`config.mk`:
```
export PLATFORM = sky130hd
export DESIGN_NAME = memctl_perf_unit
export DESIGN_NICKNAME = d
export VERILOG_FILES = /design/src/rtl/perf_pkg.sv /design/src/rtl/perf_id_filter.sv /design/src/rtl/perf_evt_sel.sv /design/src/rtl/perf_counter.sv /design/src/rtl/memctl_perf_unit.sv
export SDC_FILE = /design/constraint.sdc
export NUM_CORES = 1
export LEC_CHECK = 0
export BUFFER_PORTS_ARGS = -buffer_cell sky130_fd_sc_hd__buf_2
export CAP_MARGIN = 20
export CORE_MARGIN = 1
export CORE_UTILIZATION = 35
export CTS_CLUSTER_DIAMETER = 60
export DETAILED_ROUTE_END_ITERATION = 7
export GPL_ROUTABILITY_DRIVEN = 0
export PLACE_DENSITY = 0.61
export SYNTH_ARGS = -nofsm -noshare
export SYNTH_HDL_FRONTEND = slang
export SYNTH_HIERARCHICAL = 1
export SYNTH_SLANG_ARGS = --single-unit
```
`constraint.sdc`:
```
create_clock -name clk_i -period 3.7 [get_ports clk_i]
set_clock_uncertainty 0.1 [all_clocks]
set_input_delay 0.37 -clock clk_i [delete_from_list [all_inputs] [get_ports clk_i]]
set_output_delay 0.37 -clock clk_i [all_outputs]
set_load 0.01 [all_outputs]
```
`src/rtl/perf_pkg.sv`:
```
package perf_pkg;
  localparam logic [3:0] ADDR_CTRL = 4'h0;
  localparam logic [3:0] ADDR_SEL0 = 4'h1;
  localparam logic [3:0] ADDR_FILT = 4'h5;
  localparam logic [3:0] ADDR_CNT0 = 4'h8;

  localparam int CTRL_EN      = 0;
  localparam int CTRL_CLR_CNT = 1;
  localparam int CTRL_CLR_IRQ = 2;
  localparam int CTRL_ENH     = 3;
  localparam int CTRL_LOCK    = 4;

  localparam logic [7:0] EVT_RD_FILT = 8'h41;
  localparam logic [7:0] EVT_WR_FILT = 8'h42;
endpackage

```
`src/rtl/perf_id_filter.sv`:
```
module perf_id_filter #(
  parameter int ID_W   = 16,
  parameter int LEN_W  = 8,
  parameter int SIZE_W = 3,
  parameter int CNT_W  = 32
) (
  input  logic              rd_valid_i,
  input  logic [ID_W-1:0]   rd_id_i,
  input  logic [LEN_W-1:0]  rd_len_i,
  input  logic [SIZE_W-1:0] rd_size_i,
  input  logic              wr_valid_i,
  input  logic [ID_W-1:0]   wr_id_i,
  input  logic [LEN_W-1:0]  wr_len_i,
  input  logic [SIZE_W-1:0] wr_size_i,
  input  logic [ID_W-1:0]   filt_id_i,
  input  logic [ID_W-1:0]   filt_mask_i,
  output logic              rd_hit_o,
  output logic              wr_hit_o,
  output logic [CNT_W-1:0]  rd_bytes_o,
  output logic [CNT_W-1:0]  wr_bytes_o
);
  logic [CNT_W-1:0] rd_beats, wr_beats;

  assign rd_hit_o = rd_valid_i && ((rd_id_i & filt_mask_i) == (filt_id_i & filt_mask_i));
  assign wr_hit_o = wr_valid_i && ((wr_id_i & filt_mask_i) == (filt_id_i & filt_mask_i));

  assign rd_beats   = CNT_W'(rd_len_i) + CNT_W'(1);
  assign wr_beats   = CNT_W'(wr_len_i) + CNT_W'(1);
  assign rd_bytes_o = rd_beats << rd_size_i;
  assign wr_bytes_o = wr_beats << wr_size_i;
endmodule

```
`src/rtl/perf_evt_sel.sv`:
```
module perf_evt_sel import perf_pkg::*; #(
  parameter int NUM_EVT = 32,
  parameter int CNT_W   = 32
) (
  input  logic [7:0]         code_i,
  input  logic [NUM_EVT-1:0] evt_i,
  input  logic               rd_hit_i,
  input  logic               wr_hit_i,
  input  logic [CNT_W-1:0]   rd_bytes_i,
  input  logic [CNT_W-1:0]   wr_bytes_i,
  input  logic               enh_i,
  output logic               hit_o,
  output logic [CNT_W-1:0]   amt_o
);
  localparam int EW = $clog2(NUM_EVT);

  always_comb begin
    hit_o = 1'b0;
    amt_o = CNT_W'(1);
    if (code_i == EVT_RD_FILT) begin
      hit_o = rd_hit_i;
      if (enh_i) amt_o = rd_bytes_i;
    end else if (code_i == EVT_WR_FILT) begin
      hit_o = wr_hit_i;
      if (enh_i) amt_o = wr_bytes_i;
    end else if (int'(code_i) < NUM_EVT) begin
      hit_o = evt_i[code_i[EW-1:0]];
    end
  end
endmodule

```
`src/rtl/perf_counter.sv`:
```
module perf_counter #(
  parameter int CNT_W = 32
) (
  input  logic             clk_i,
  input  logic             rst_ni,
  input  logic             clr_i,
  input  logic             load_i,
  input  logic [CNT_W-1:0] load_val_i,
  input  logic             inc_en_i,
  input  logic [CNT_W-1:0] inc_val_i,
  output logic [CNT_W-1:0] cnt_o,
  output logic             wrap_o
);
  logic [CNT_W-1:0] cnt_q, sum;
  logic             carry;

  assign {carry, sum} = {1'b0, cnt_q} + {1'b0, inc_val_i};
  assign wrap_o = inc_en_i && carry && !clr_i && !load_i;
  assign cnt_o  = cnt_q;

  always_ff @(posedge clk_i or negedge rst_ni) begin
    if (!rst_ni)       cnt_q <= '0;
    else if (clr_i)    cnt_q <= '0;
    else if (load_i)   cnt_q <= load_val_i;
    else if (inc_en_i) cnt_q <= sum;
  end

  assert_idle_hold_R8: assert property (@(posedge clk_i) disable iff (!rst_ni)
    (!inc_en_i && !clr_i && !load_i) |=> $stable(cnt_q));
endmodule

```
`src/rtl/memctl_perf_unit.sv`:
```
module memctl_perf_unit import perf_pkg::*; #(
  parameter int NUM_CNT = 4,
  parameter int CNT_W   = 32,
  parameter int NUM_EVT = 32,
  parameter int ID_W    = 16,
  parameter int LEN_W   = 8,
  parameter int SIZE_W  = 3
) (
  input  logic               clk_i,
  input  logic               rst_ni,
  input  logic [NUM_EVT-1:0] evt_i,
  input  logic               rd_valid_i,
  input  logic [ID_W-1:0]    rd_id_i,
  input  logic [LEN_W-1:0]   rd_len_i,
  input  logic [SIZE_W-1:0]  rd_size_i,
  input  logic               wr_valid_i,
  input  logic [ID_W-1:0]    wr_id_i,
  input  logic [LEN_W-1:0]   wr_len_i,
  input  logic [SIZE_W-1:0]  wr_size_i,
  input  logic               reg_we_i,
  input  logic [3:0]         reg_addr_i,
  input  logic [31:0]        reg_wdata_i,
  output logic [31:0]        reg_rdata_o,
  output logic               irq_o
);
  logic             en_q, enh_q, lock_q;
  logic [7:0]       sel_q  [NUM_CNT];
  logic [ID_W-1:0]  filt_id_q, filt_mask_q;
  logic [CNT_W-1:0] cnt    [NUM_CNT];
  logic             wrap   [NUM_CNT];
  logic             ld     [NUM_CNT];

  logic wr_ctrl, cnt_clr, irq_clr, count_en;
  logic rd_hit, wr_hit;
  logic [CNT_W-1:0] rd_bytes, wr_bytes;

  assign wr_ctrl  = reg_we_i && (reg_addr_i == ADDR_CTRL);
  assign cnt_clr  = wr_ctrl && reg_wdata_i[CTRL_CLR_CNT];
  assign irq_clr  = wr_ctrl && reg_wdata_i[CTRL_CLR_IRQ];
  assign count_en = en_q && !lock_q;
  assign irq_o    = lock_q;

  always_ff @(posedge clk_i or negedge rst_ni) begin
    if (!rst_ni) begin
      en_q        <= 1'b0;
      enh_q       <= 1'b0;
      filt_id_q   <= '0;
      filt_mask_q <= '0;
    end else if (reg_we_i) begin
      if (reg_addr_i == ADDR_CTRL) begin
        en_q  <= reg_wdata_i[CTRL_EN];
        enh_q <= reg_wdata_i[CTRL_ENH];
      end
      if (reg_addr_i == ADDR_FILT) begin
        filt_id_q   <= reg_wdata_i[ID_W-1:0];
        filt_mask_q <= reg_wdata_i[2*ID_W-1:ID_W];
      end
    end
  end

  // expiry wins over a same-cycle acknowledge
  always_ff @(posedge clk_i or negedge rst_ni) begin
    if (!rst_ni)      lock_q <= 1'b0;
    else if (wrap[0]) lock_q <= 1'b1;
    else if (irq_clr) lock_q <= 1'b0;
  end

  perf_id_filter #(
    .ID_W(ID_W), .LEN_W(LEN_W), .SIZE_W(SIZE_W), .CNT_W(CNT_W)
  ) u_filt (
    .rd_valid_i (rd_valid_i), .rd_id_i (rd_id_i), .rd_len_i (rd_len_i), .rd_size_i (rd_size_i),
    .wr_valid_i (wr_valid_i), .wr_id_i (wr_id_i), .wr_len_i (wr_len_i), .wr_size_i (wr_size_i),
    .filt_id_i  (filt_id_q),  .filt_mask_i (filt_mask_q),
    .rd_hit_o   (rd_hit),     .wr_hit_o (wr_hit),
    .rd_bytes_o (rd_bytes),   .wr_bytes_o (wr_bytes)
  );

  for (genvar i = 0; i < NUM_CNT; i++) begin : g_cnt
    logic             inc_en;
    logic [CNT_W-1:0] inc_val;

    always_ff @(posedge clk_i or negedge rst_ni) begin
      if (!rst_ni) sel_q[i] <= '0;
      else if (reg_we_i && reg_addr_i == ADDR_SEL0 + 4'(i)) sel_q[i] <= reg_wdata_i[7:0];
    end

    assign ld[i] = reg_we_i && (reg_addr_i == ADDR_CNT0 + 4'(i));

    if (i == 0) begin : g_time
      assign inc_en  = count_en;
      assign inc_val = CNT_W'(1);
    end else begin : g_evt
      logic hit;
      perf_evt_sel #(.NUM_EVT(NUM_EVT), .CNT_W(CNT_W)) u_sel (
        .code_i     (sel_q[i]),
        .evt_i      (evt_i),
        .rd_hit_i   (rd_hit),
        .wr_hit_i   (wr_hit),
        .rd_bytes_i (rd_bytes),
        .wr_bytes_i (wr_bytes),
        .enh_i      (enh_q),
        .hit_o      (hit),
        .amt_o      (inc_val)
      );
      assign inc_en = count_en && hit;
    end

    perf_counter #(.CNT_W(CNT_W)) u_cnt (
      .clk_i      (clk_i),
      .rst_ni     (rst_ni),
      .clr_i      (cnt_clr),
      .load_i     (ld[i]),
      .load_val_i (reg_wdata_i[CNT_W-1:0]),
      .inc_en_i   (inc_en),
      .inc_val_i  (inc_val),
      .cnt_o      (cnt[i]),
      .wrap_o     (wrap[i])
    );
  end

  always_comb begin
    reg_rdata_o = '0;
    if (reg_addr_i == ADDR_CTRL) begin
      reg_rdata_o[CTRL_EN]   = en_q;
      reg_rdata_o[CTRL_ENH]  = enh_q;
      reg_rdata_o[CTRL_LOCK] = lock_q;
    end else if (reg_addr_i == ADDR_FILT) begin
      reg_rdata_o[2*ID_W-1:0] = {filt_mask_q, filt_id_q};
    end
    for (int k = 0; k < NUM_CNT; k++) begin
      if (reg_addr_i == ADDR_SEL0 + 4'(k)) reg_rdata_o[7:0] = sel_q[k];
      if (reg_addr_i == ADDR_CNT0 + 4'(k)) reg_rdata_o[CNT_W-1:0] = cnt[k];
    end
  end

  assert_c0_tick_R3: assert property (@(posedge clk_i) disable iff (!rst_ni)
    (count_en && !cnt_clr && !ld[0]) |=> cnt[0] == $past(cnt[0]) + CNT_W'(1));

  assert_irq_on_expiry_R4: assert property (@(posedge clk_i) disable iff (!rst_ni)
    wrap[0] |=> irq_o);

  assert_lock_freeze_R4: assert property (@(posedge clk_i) disable iff (!rst_ni)
    (lock_q && !cnt_clr && !ld[1]) |=> $stable(cnt[1]));

  assert_silent_wrap_R5: assert property (@(posedge clk_i) disable iff (!rst_ni)
    (wrap[1] && !wrap[0] && !lock_q) |=> !irq_o);

  assert_cnt_clear_R9: assert property (@(posedge clk_i) disable iff (!rst_ni)
    cnt_clr |=> (cnt[0] == '0 && cnt[NUM_CNT-1] == '0));
endmodule

```
==> metrics.md, run 1 <==
| Metric | Value |
|---|---|
| Vias in the first global route | 22,000 |
| Result of the run | finished with violations |
| Shortest clock period the worst path allows after layout | 4.01 ns |
| Slew at the pin closest to its max-slew limit | 1.14 ns |
| Number of sinks handled by clock tree synthesis | 195 |
| Final core occ | 45.8% |
| Grt total ovfl | 0 |
| Syn avg cell area | 8.30 sq um |
| Total leakage power | 12.3 nW |
| Critical path data required time | 3.98 ns |
| Final clock period utilization by the worst path | 108% |
| Depth of the worst register-to-register path | 18 |
| Die Y-Extent | 251 um |
| Startpoint type of the worst setup path | flip-flop |
| Cell Rows | 91 |
| Startpoint of the tightest hold check path | reg_wdata_i[13] |
| Proportion of total power due to net switching | 46.1% |
| Slew headroom | 23.4% |
| Largest net degree at the start of global routing | 81 |
| Number of antenna-violating nets in the routed design | 0 |
| Root buf cell | sky130_fd_sc_hd__clkbuf_16 |
| H-tree levels | 4 |
| Starting density of the core | 35.4% |
| Count of pins on the block boundary | 160 |
| Setup crit start | sel_q[11] |
| Crit-path max FO | 5 |
| Area inside the core boundary | 61,600 sq um |
| Internal cell power | 8.04 mW |
| Die width | 251 um |
| Fin cells | 3,930 |
| Syn. warnings | 6 |
| Source-to-sink clock delay at the later pin of the worst-skew pair | 0.52 ns |
| Total half-perimeter wirelength after legalization and detailed placement | 68,300 um |
| Number of buffers inserted by port buffering | 159 |
| Number of cells on the worst hold path | 3 |
| Reported max-cap violation count | 0 |
| Clk pwr share | 14.0% |
| Global-route wire length before repair | 132,000 um |
| Kind of end point of the critical path | flip-flop |
| Total power density per cell area | 528 nW/um^2 |
| Comb power frac | 58.6% |
| Total global-route track usage | 27.4% |
| Worst VDD drop | 360 uV |
| Clock tree from TritonCTS | built |
| Number of antenna violations at the first check in global routing | 3 |
| Total count of hold-check failures in the final report | 0 |
| FF-to-FF setup slack | -0.31 ns |
| Destination of the worst register-to-register timing path | g_cnt[2].u_cnt/cnt_o[26] |
| Footprint of the flip-flops and latches | 4880 sq um |
| Setup repair after global routing missed its margin | yes |
| Area overhead of the layout relative to synthesis | 29.6% |
| Layout net count | 3,340 |
| Summed instance area of the synthesized netlist | 21,800 sq um |
| Max frequency | 250 MHz |
| Data arrival at the endpoint of the critical path | 4.28 ns |
| Number of instances in the synthesized netlist | 2,623 |
| Clock-pin transition on the worst setup and hold timing paths | 0.08 ns |
| Per-cell routed wire length | 22.6 um |
| Total via count after detailed routing | 23,500 |
| Max Transition Viols Final | 0 |
| Post-layout worst setup margin | -0.306 ns |
| Share of layout cells above drive strength 1 | 31.8% |
| Multi-input gate area in the final layout | 17,200 sq um |
| Total of fill cells in the finished design | 6,050 |
| Per-cell via count in the routed design | 5.98 |
| Number of remaining DRC errors | 0 |
| Sw power | 6.87 mW |
| Type of the tightest min-delay check | input pin to flip-flop |
| Post-Place Cells | 3,840 |
| Failing checks | setup timing |
| Iteration-0 DRC Markers | 2,707 |
| Reg power frac | 27.4% |
| Clk buf depth | 2 |
| Final setup viols | 66 |
| Detailed-router iteration count before antenna repair | 6 |
| Classification of the worst setup path | flip-flop to flip-flop |
| Final wirelength | 88,800 um |
| WHS Endpoint | g_cnt[0].u_cnt/cnt_o[13] |
| CTS Buf Count | 17 |
| Total die area | 63,200 sq um |
| Reg-to-reg critical path startpoint | sel_q[11] |
## worst max path at each step
stage,to,depth (start not counted)
after floorplan,g_cnt[3].u_cnt/cnt_o[30],14
after global placement,g_cnt[1].u_cnt/cnt_o[20],20
after detailed placement,g_cnt[1].u_cnt/cnt_o[20],21
after CTS,g_cnt[2].u_cnt/cnt_o[26],18
after global routing,g_cnt[2].u_cnt/cnt_o[20],15
final,g_cnt[2].u_cnt/cnt_o[26],18
## worst max-delay path, stage by stage (launching register included)
cell,delay (ns)
sky130_fd_sc_hd__dfrtp_1,0.41
sky130_fd_sc_hd__or4_4,0.63
sky130_fd_sc_hd__nor4_4,0.18
sky130_fd_sc_hd__buf_4,0.19
sky130_fd_sc_hd__buf_8,0.13
sky130_fd_sc_hd__buf_6,0.10
sky130_fd_sc_hd__a22oi_2,0.07
sky130_fd_sc_hd__nor2b_2,0.15
sky130_fd_sc_hd__ha_1,0.28
sky130_fd_sc_hd__a211oi_2,0.32
sky130_fd_sc_hd__nor2_4,0.11
sky130_fd_sc_hd__nor4b_2,0.26
sky130_fd_sc_hd__o21ai_1,0.10
sky130_fd_sc_hd__buf_4,0.17
sky130_fd_sc_hd__a32oi_4,0.25
sky130_fd_sc_hd__buf_6,0.13
sky130_fd_sc_hd__o21ai_2,0.05
sky130_fd_sc_hd__xnor2_1,0.14
sky130_fd_sc_hd__o22ai_1,0.09
## state kept, by name (all words and copies together), names as in the netlist
register           cells
sel_q                 32
g_cnt.u_cnt/cnt_o    128
enh_q                  1
irq_o                  1
filt_mask_q           16
filt_id_q             16
en_q                   1
## cell usage in the layout, fill, tap and decap left out, types with 14 or more instances in the layout
master and count:
sky130_fd_sc_hd__clkbuf_16 17, sky130_fd_sc_hd__mux2i_1 50, sky130_fd_sc_hd__nor4_1 14, sky130_fd_sc_hd__nand3_1 47, sky130_fd_sc_hd__nand2b_1 27, sky130_fd_sc_hd__a21o_1 74, sky130_fd_sc_hd__ha_1 114, sky130_fd_sc_hd__mux4_2 23
sky130_fd_sc_hd__a221oi_1 19, sky130_fd_sc_hd__buf_2 159, sky130_fd_sc_hd__a22oi_1 158, sky130_fd_sc_hd__mux2_2 51, sky130_fd_sc_hd__xnor2_1 36, sky130_fd_sc_hd__buf_4 362, sky130_fd_sc_hd__conb_1 65, sky130_fd_sc_hd__buf_6 34
sky130_fd_sc_hd__o211ai_1 18, sky130_fd_sc_hd__nor2_1 173, sky130_fd_sc_hd__a211oi_1 35, sky130_fd_sc_hd__o21ai_1 26, sky130_fd_sc_hd__nand4_1 34, sky130_fd_sc_hd__nand2_1 149, sky130_fd_sc_hd__nor3_1 43, sky130_fd_sc_hd__xor2_1 87
sky130_fd_sc_hd__o22ai_1 65, sky130_fd_sc_hd__a21oi_2 27, sky130_fd_sc_hd__and3_1 27, sky130_fd_sc_hd__mux2_4 32, sky130_fd_sc_hd__inv_1 86, sky130_fd_sc_hd__a211oi_2 15, sky130_fd_sc_hd__nor2b_1 103, sky130_fd_sc_hd__a31oi_4 18
sky130_fd_sc_hd__a31oi_1 37, sky130_fd_sc_hd__o21ai_0 62, sky130_fd_sc_hd__a22oi_2 20, sky130_fd_sc_hd__o21a_1 17, sky130_fd_sc_hd__o21bai_1 18, sky130_fd_sc_hd__dfrtp_1 194, sky130_fd_sc_hd__a21oi_1 196
## repair_timing
item                                    in CTS  in global routing
cloned                                       2                  1
hold buffers                                 1                  0
gates resized for setup                    181                119
buffers inserted                            33                 24
endpoints found under the setup margin      72                 89
pin swaps                                  119                110
endpoints found under the hold margin       76                  0
## metrics by stage
step / setup WS, ns / power, mW / setup TNS [ns] / hold WS [ns] / instance area (sq um)
finish: -0.306 / 14.9 / -10.88 / 0.113 / 28200
global route: -0.422 / 15.8 / -19.42 / 0.0812 / 28200
CTS: -0.238 / 14.3 / -5.74 / 0.0842 / 27500
detailed placement: -0.661 / 11.9 / -33.20 / 0.357 / 25600
global placement: -0.660 / 11.8 / -32.31 / 0.348 / 25600
floorplan: -0.211 / 9.05 / -2.83 / -0.0256 / 22100
## power groups by stage
stage | registers, mW | logic, mW | clock network, mW
floorplan | 3.57 | 5.48 | 0
global route | 4.14 | 9.44 | 2.18
global placement | 4.08 | 7.74 | 0
detailed placement | 4.08 | 7.79 | 0
CTS | 4.06 | 8.17 | 2.11
finish | 4.09 | 8.73 | 2.08
## routing by layer
metal  vias up  global-route usage [%]  wire length (um)
met4         4                    14.9              5230
li1      10800                       -                 -
met3       238                    3.68              5510
met2      1024                    43.7             40300
met1     11400                    35.7             37700
met5         -                       0                22
## final cells by class
type | count | share of cell area, %
diodes | 1 | 0.00887
flip-flops and latches | 195 | 17.3
clock inverters | 13 | 0.625
clock buffers | 19 | 1.57
repair buffers | 569 | 14.7
multi-input cells | 2209 | 60.9
inverters | 87 | 1.16
well taps | 837 | 3.71
(Power assumes the default switching activity.)
==> inputs of run 2 (changes only) <==
==> constraint.sdc (replaced) <==
create_clock -name clk_i -period 3.7 [get_ports clk_i]
set_clock_uncertainty 0.1 [all_clocks]
set_input_delay 0.555 -clock clk_i [delete_from_list [all_inputs] [get_ports clk_i]]
set_output_delay 0.555 -clock clk_i [all_outputs]
set_load 0.01 [all_outputs]
==> run 2 against run 1 <==
The run ends with hold timing, setup timing left. Cell area is 1.0% higher. Combinational power is 2.7% higher. Hold slack worse by 0.13 ns. Fmax is 1.6% lower. First-iteration DRC count is 8.3% lower. Sequential power is 1% higher. Global-route usage is 0.37 points higher. Routed wire length is 3.1% higher. Sequential share of layout area is 0.17 points lower. Power is 0.72% higher. Critical path depth is 2 higher. Flip-flop and latch count stayed put. Largest cell class unchanged. Largest power group unchanged.
==> metrics.md, run 2 (same netlist as run 1, synthesis figures left out) <==
| Metric | Value |
|---|---|
| Cell Rows | 91 (unchanged) |
| Total half-perimeter wirelength after legalization and detailed placement | 70,500 um (was 68,300 um) |
| Grt total ovfl | 0 (unchanged) |
| Number of antenna violations at the first check in global routing | 0 (was 3) |
| Overall power | 15.0 mW (was 14.9 mW) |
| Fin cells | 3,950 (was 3,930) |
| Area of all placed cells without fillers | 28,500 sq um (was 28,200 sq um) |
| Internal cell power | 7.94 mW (was 8.04 mW) |
| Type of the tightest min-delay check | input pin to asynchronous set/reset pin (was input pin to flip-flop) |
| Library cell contributing the largest single delay on the critical path | sky130_fd_sc_hd__a221o_1 (was sky130_fd_sc_hd__or4_4) |
| Layout net count | 3,361 (was 3,340) |
| Share of layout cells above drive strength 1 | 32.9% (was 31.8%) |
| Global-route wire length before repair | 135,000 um (was 132,000 um) |
| Crit path depth | 20 (was 18) |
| Die width | 251 um (unchanged) |
| Detailed-router iteration count before antenna repair | 6 (unchanged) |
| Most frequent standard cell in the layout excluding fill and tap cells | sky130_fd_sc_hd__buf_4 (unchanged) |
| Total power density per cell area | 526 nW/um^2 (was 528 nW/um^2) |
| Shortest clock period the worst path allows after layout | 4.07 ns (was 4.01 ns) |
| Number of buffers inserted by port buffering | 159 (unchanged) |
| Source-to-sink clock delay at the later pin of the worst-skew pair | 0.52 ns (about the same) |
| Final setup viols | 59 (was 66) |
| Area inside the core boundary | 61,600 sq um (unchanged) |
| Worst VDD drop | 368 uV (was 360 uV) |
| Clk buf depth | 2 (unchanged) |
| Total die area | 63,200 sq um (unchanged) |
| Total of fill cells in the finished design | 5,874 (was 6,050) |
| Sw power | 7.07 mW (was 6.87 mW) |
| Post-Place Cells | 3,839 (was 3,840) |
| Final core occ | 46.3% (was 45.8%) |
| Final clock period utilization by the worst path | 110% (was 108%) |
| Depth of the worst register-to-register path | 14 (was 18) |
| Number of sinks handled by clock tree synthesis | 195 (unchanged) |
| Total global-route track usage | 27.7% (was 27.4%) |
| H-tree levels | 4 (unchanged) |
| Comb power frac | 59.8% (was 58.6%) |
| Number of antenna-violating nets in the routed design | 0 (unchanged) |
| Final wirelength | 91,500 um (was 88,800 um) |
| CTS Buf Count | 17 (unchanged) |
| Reported max-cap violation count | 0 (unchanged) |
| Slew at the pin closest to its max-slew limit | 1.01 ns (was 1.14 ns) |
| Clock-pin transition on the worst setup and hold timing paths | 0.08 ns (about the same) |
| Setup TNS | -9.97 ns (was -10.88 ns) |
| Largest delay share family, worst path | compound AO/OA/AOI/OAI gates (was simple AND/OR/NAND/NOR gates) |
| Diode count | 0 (was 1) |
| Crit-path max FO | 3 (was 5) |
| Post-layout worst setup margin | -0.371 ns (was -0.306 ns) |
| Max Transition Viols Final | 0 (unchanged) |
| Result of the run | finished with violations (unchanged) |
| Iteration-0 DRC Markers | 2,481 (was 2,707) |
| Count of pins on the block boundary | 160 (unchanged) |
| Maximum cell stage delay along the critical path | 0.42 ns (was 0.63 ns) |
| CP cell instances | buf_4 > ha_4 > nand3_2 > xnor2_2 > a221o_1 > mux2_2 > mux2_4 > a22oi_1 > nor2b_1 > ha_2 > nand3_2 > nor3_4 > buf_6 > o31ai_4 > o211ai_1 > buf_4 > nand4_1 > a21boi_2 > nor3_2 > o32ai_2 (was or4_4 > nor4_4 > buf_4 > buf_8 > buf_6 > a22oi_2 > nor2b_2 > ha_1 > a211oi_2 > nor2_4 > nor4b_2 > o21ai_1 > buf_4 > a32oi_4 > buf_6 > o21ai_2 > xnor2_1 > o22ai_1) |
| Commonest cells after routing, fill and taps aside | sky130_fd_sc_hd__buf_4, sky130_fd_sc_hd__dfrtp_1, sky130_fd_sc_hd__a21oi_1, sky130_fd_sc_hd__nor2_1, sky130_fd_sc_hd__a22oi_1 (was sky130_fd_sc_hd__buf_4, sky130_fd_sc_hd__a21oi_1, sky130_fd_sc_hd__dfrtp_1, sky130_fd_sc_hd__nor2_1, sky130_fd_sc_hd__buf_2) |
| Die Y-Extent | 251 um (unchanged) |
| Total count of hold-check failures in the final report | 6 (was 0) |
| Max frequency | 246 MHz (was 250 MHz) |
| Post-place instance area | 25,700 sq um (was 25,600 sq um) |
| Buffer and inverter count on the worst path | 3 (was 5) |
| Proportion of total power due to net switching | 47.1% (was 46.1%) |
| Final Hold Slack | -0.0207 ns (was 0.113 ns) |
| Per-cell routed wire length | 23.2 um (was 22.6 um) |
| Failing checks | hold timing, setup timing (was setup timing) |
| Clock tree from TritonCTS | built (unchanged) |
| Setup repair after global routing missed its margin | yes (unchanged) |
| Total leakage power | 12.5 nW (was 12.3 nW) |
| Post-Place Setup Slack | -0.809 ns (was -0.661 ns) |
| Kind of end point of the critical path | flip-flop (unchanged) |
| Slew headroom | 32.2% (was 23.4%) |
| Vias in the first global route | 23,000 (was 22,000) |
| Number of flip-flops under the largest register name | 128 (unchanged) |
| Largest net degree at the start of global routing | 89 (was 81) |
| Clk pwr share | 12.6% (was 14.0%) |
| Reg power frac | 27.6% (was 27.4%) |
| Number of remaining DRC errors | 0 (unchanged) |
| Critical path data required time | 4.02 ns (was 3.98 ns) |
| Data arrival at the endpoint of the critical path | 4.39 ns (was 4.28 ns) |
| FF-to-FF setup slack | -0.35 ns (was -0.31 ns) |
| Startpoint type of the worst setup path | input pin (was flip-flop) |
| Root buf cell | sky130_fd_sc_hd__clkbuf_16 (unchanged) |
| Total via count after detailed routing | 24,100 (was 23,500) |
| Classification of the worst setup path | input pin to flip-flop (was flip-flop to flip-flop) |
| Starting density of the core | 35.4% (unchanged) |
| Area overhead of the layout relative to synthesis | 30.9% (was 29.6%) |
| Per-cell via count in the routed design | 6.11 (was 5.98) |
[run 2: cell type report]
cell class                      count  area, sq um  area share, %
Multi-Input combinational cell   2209        17300           60.8
Tap cell                          837         1050           3.67
Timing Repair Buffer              590         4360           15.3
Clock buffer                       19          443           1.55
Clock inverter                     13          121          0.426
Inverter                           87          327           1.15
Sequential cell                   195         4880           17.1
[run 2: final timing paths]
check	from	end
max reg2reg	sel_q[11]	g_cnt[2].u_cnt/cnt_o[30]
min	rst_ni	g_cnt[3].u_cnt/cnt_o[4]
max	rd_len_i[0]	g_cnt[1].u_cnt/cnt_o[28]
min in group clk_i	reg_wdata_i[13]	g_cnt[0].u_cnt/cnt_o[13]
max in group asynchronous	rst_ni	g_cnt[3].u_cnt/cnt_o[12]
min reg2reg	sel_q[29]	sel_q[29]
[run 2: what timing repair did]
| action | in CTS | in global routing |
|---|---|---|
| buffers inserted | 34 | 49 |
| pin swaps | 120 | 131 |
| resized for setup | 156 | 172 |
| hold buffers | 0 | 0 |
| setup endpoints to repair | 79 | 94 |
| gates cloned | 2 | 0 |
[run 2: layer usage]
layer / up-vias / GRT usage, % / wire [um]
met4: 0 / 17.8 / 6270
met5: - / 0 / 0
met3: 322 / 5.29 / 6560
li1: 10800 / - / -
met1: 11700 / 34.2 / 36600
met2: 1231 / 44.4 / 42100
[run 2: power by group through the flow]
| stage | logic, mW | registers [mW] | clock network (mW) |
|---|---|---|---|
| 3_3_place_gp | 7.63 | 4.09 | 0 |
| 5_1_grt | 9.61 | 4.19 | 2.00 |
| 4_1_cts | 8.21 | 4.08 | 1.92 |
| 6_report | 8.97 | 4.14 | 1.90 |
| 3_5_place_dp | 7.83 | 4.11 | 0 |
| 2_1_floorplan | 5.49 | 3.57 | 0 |
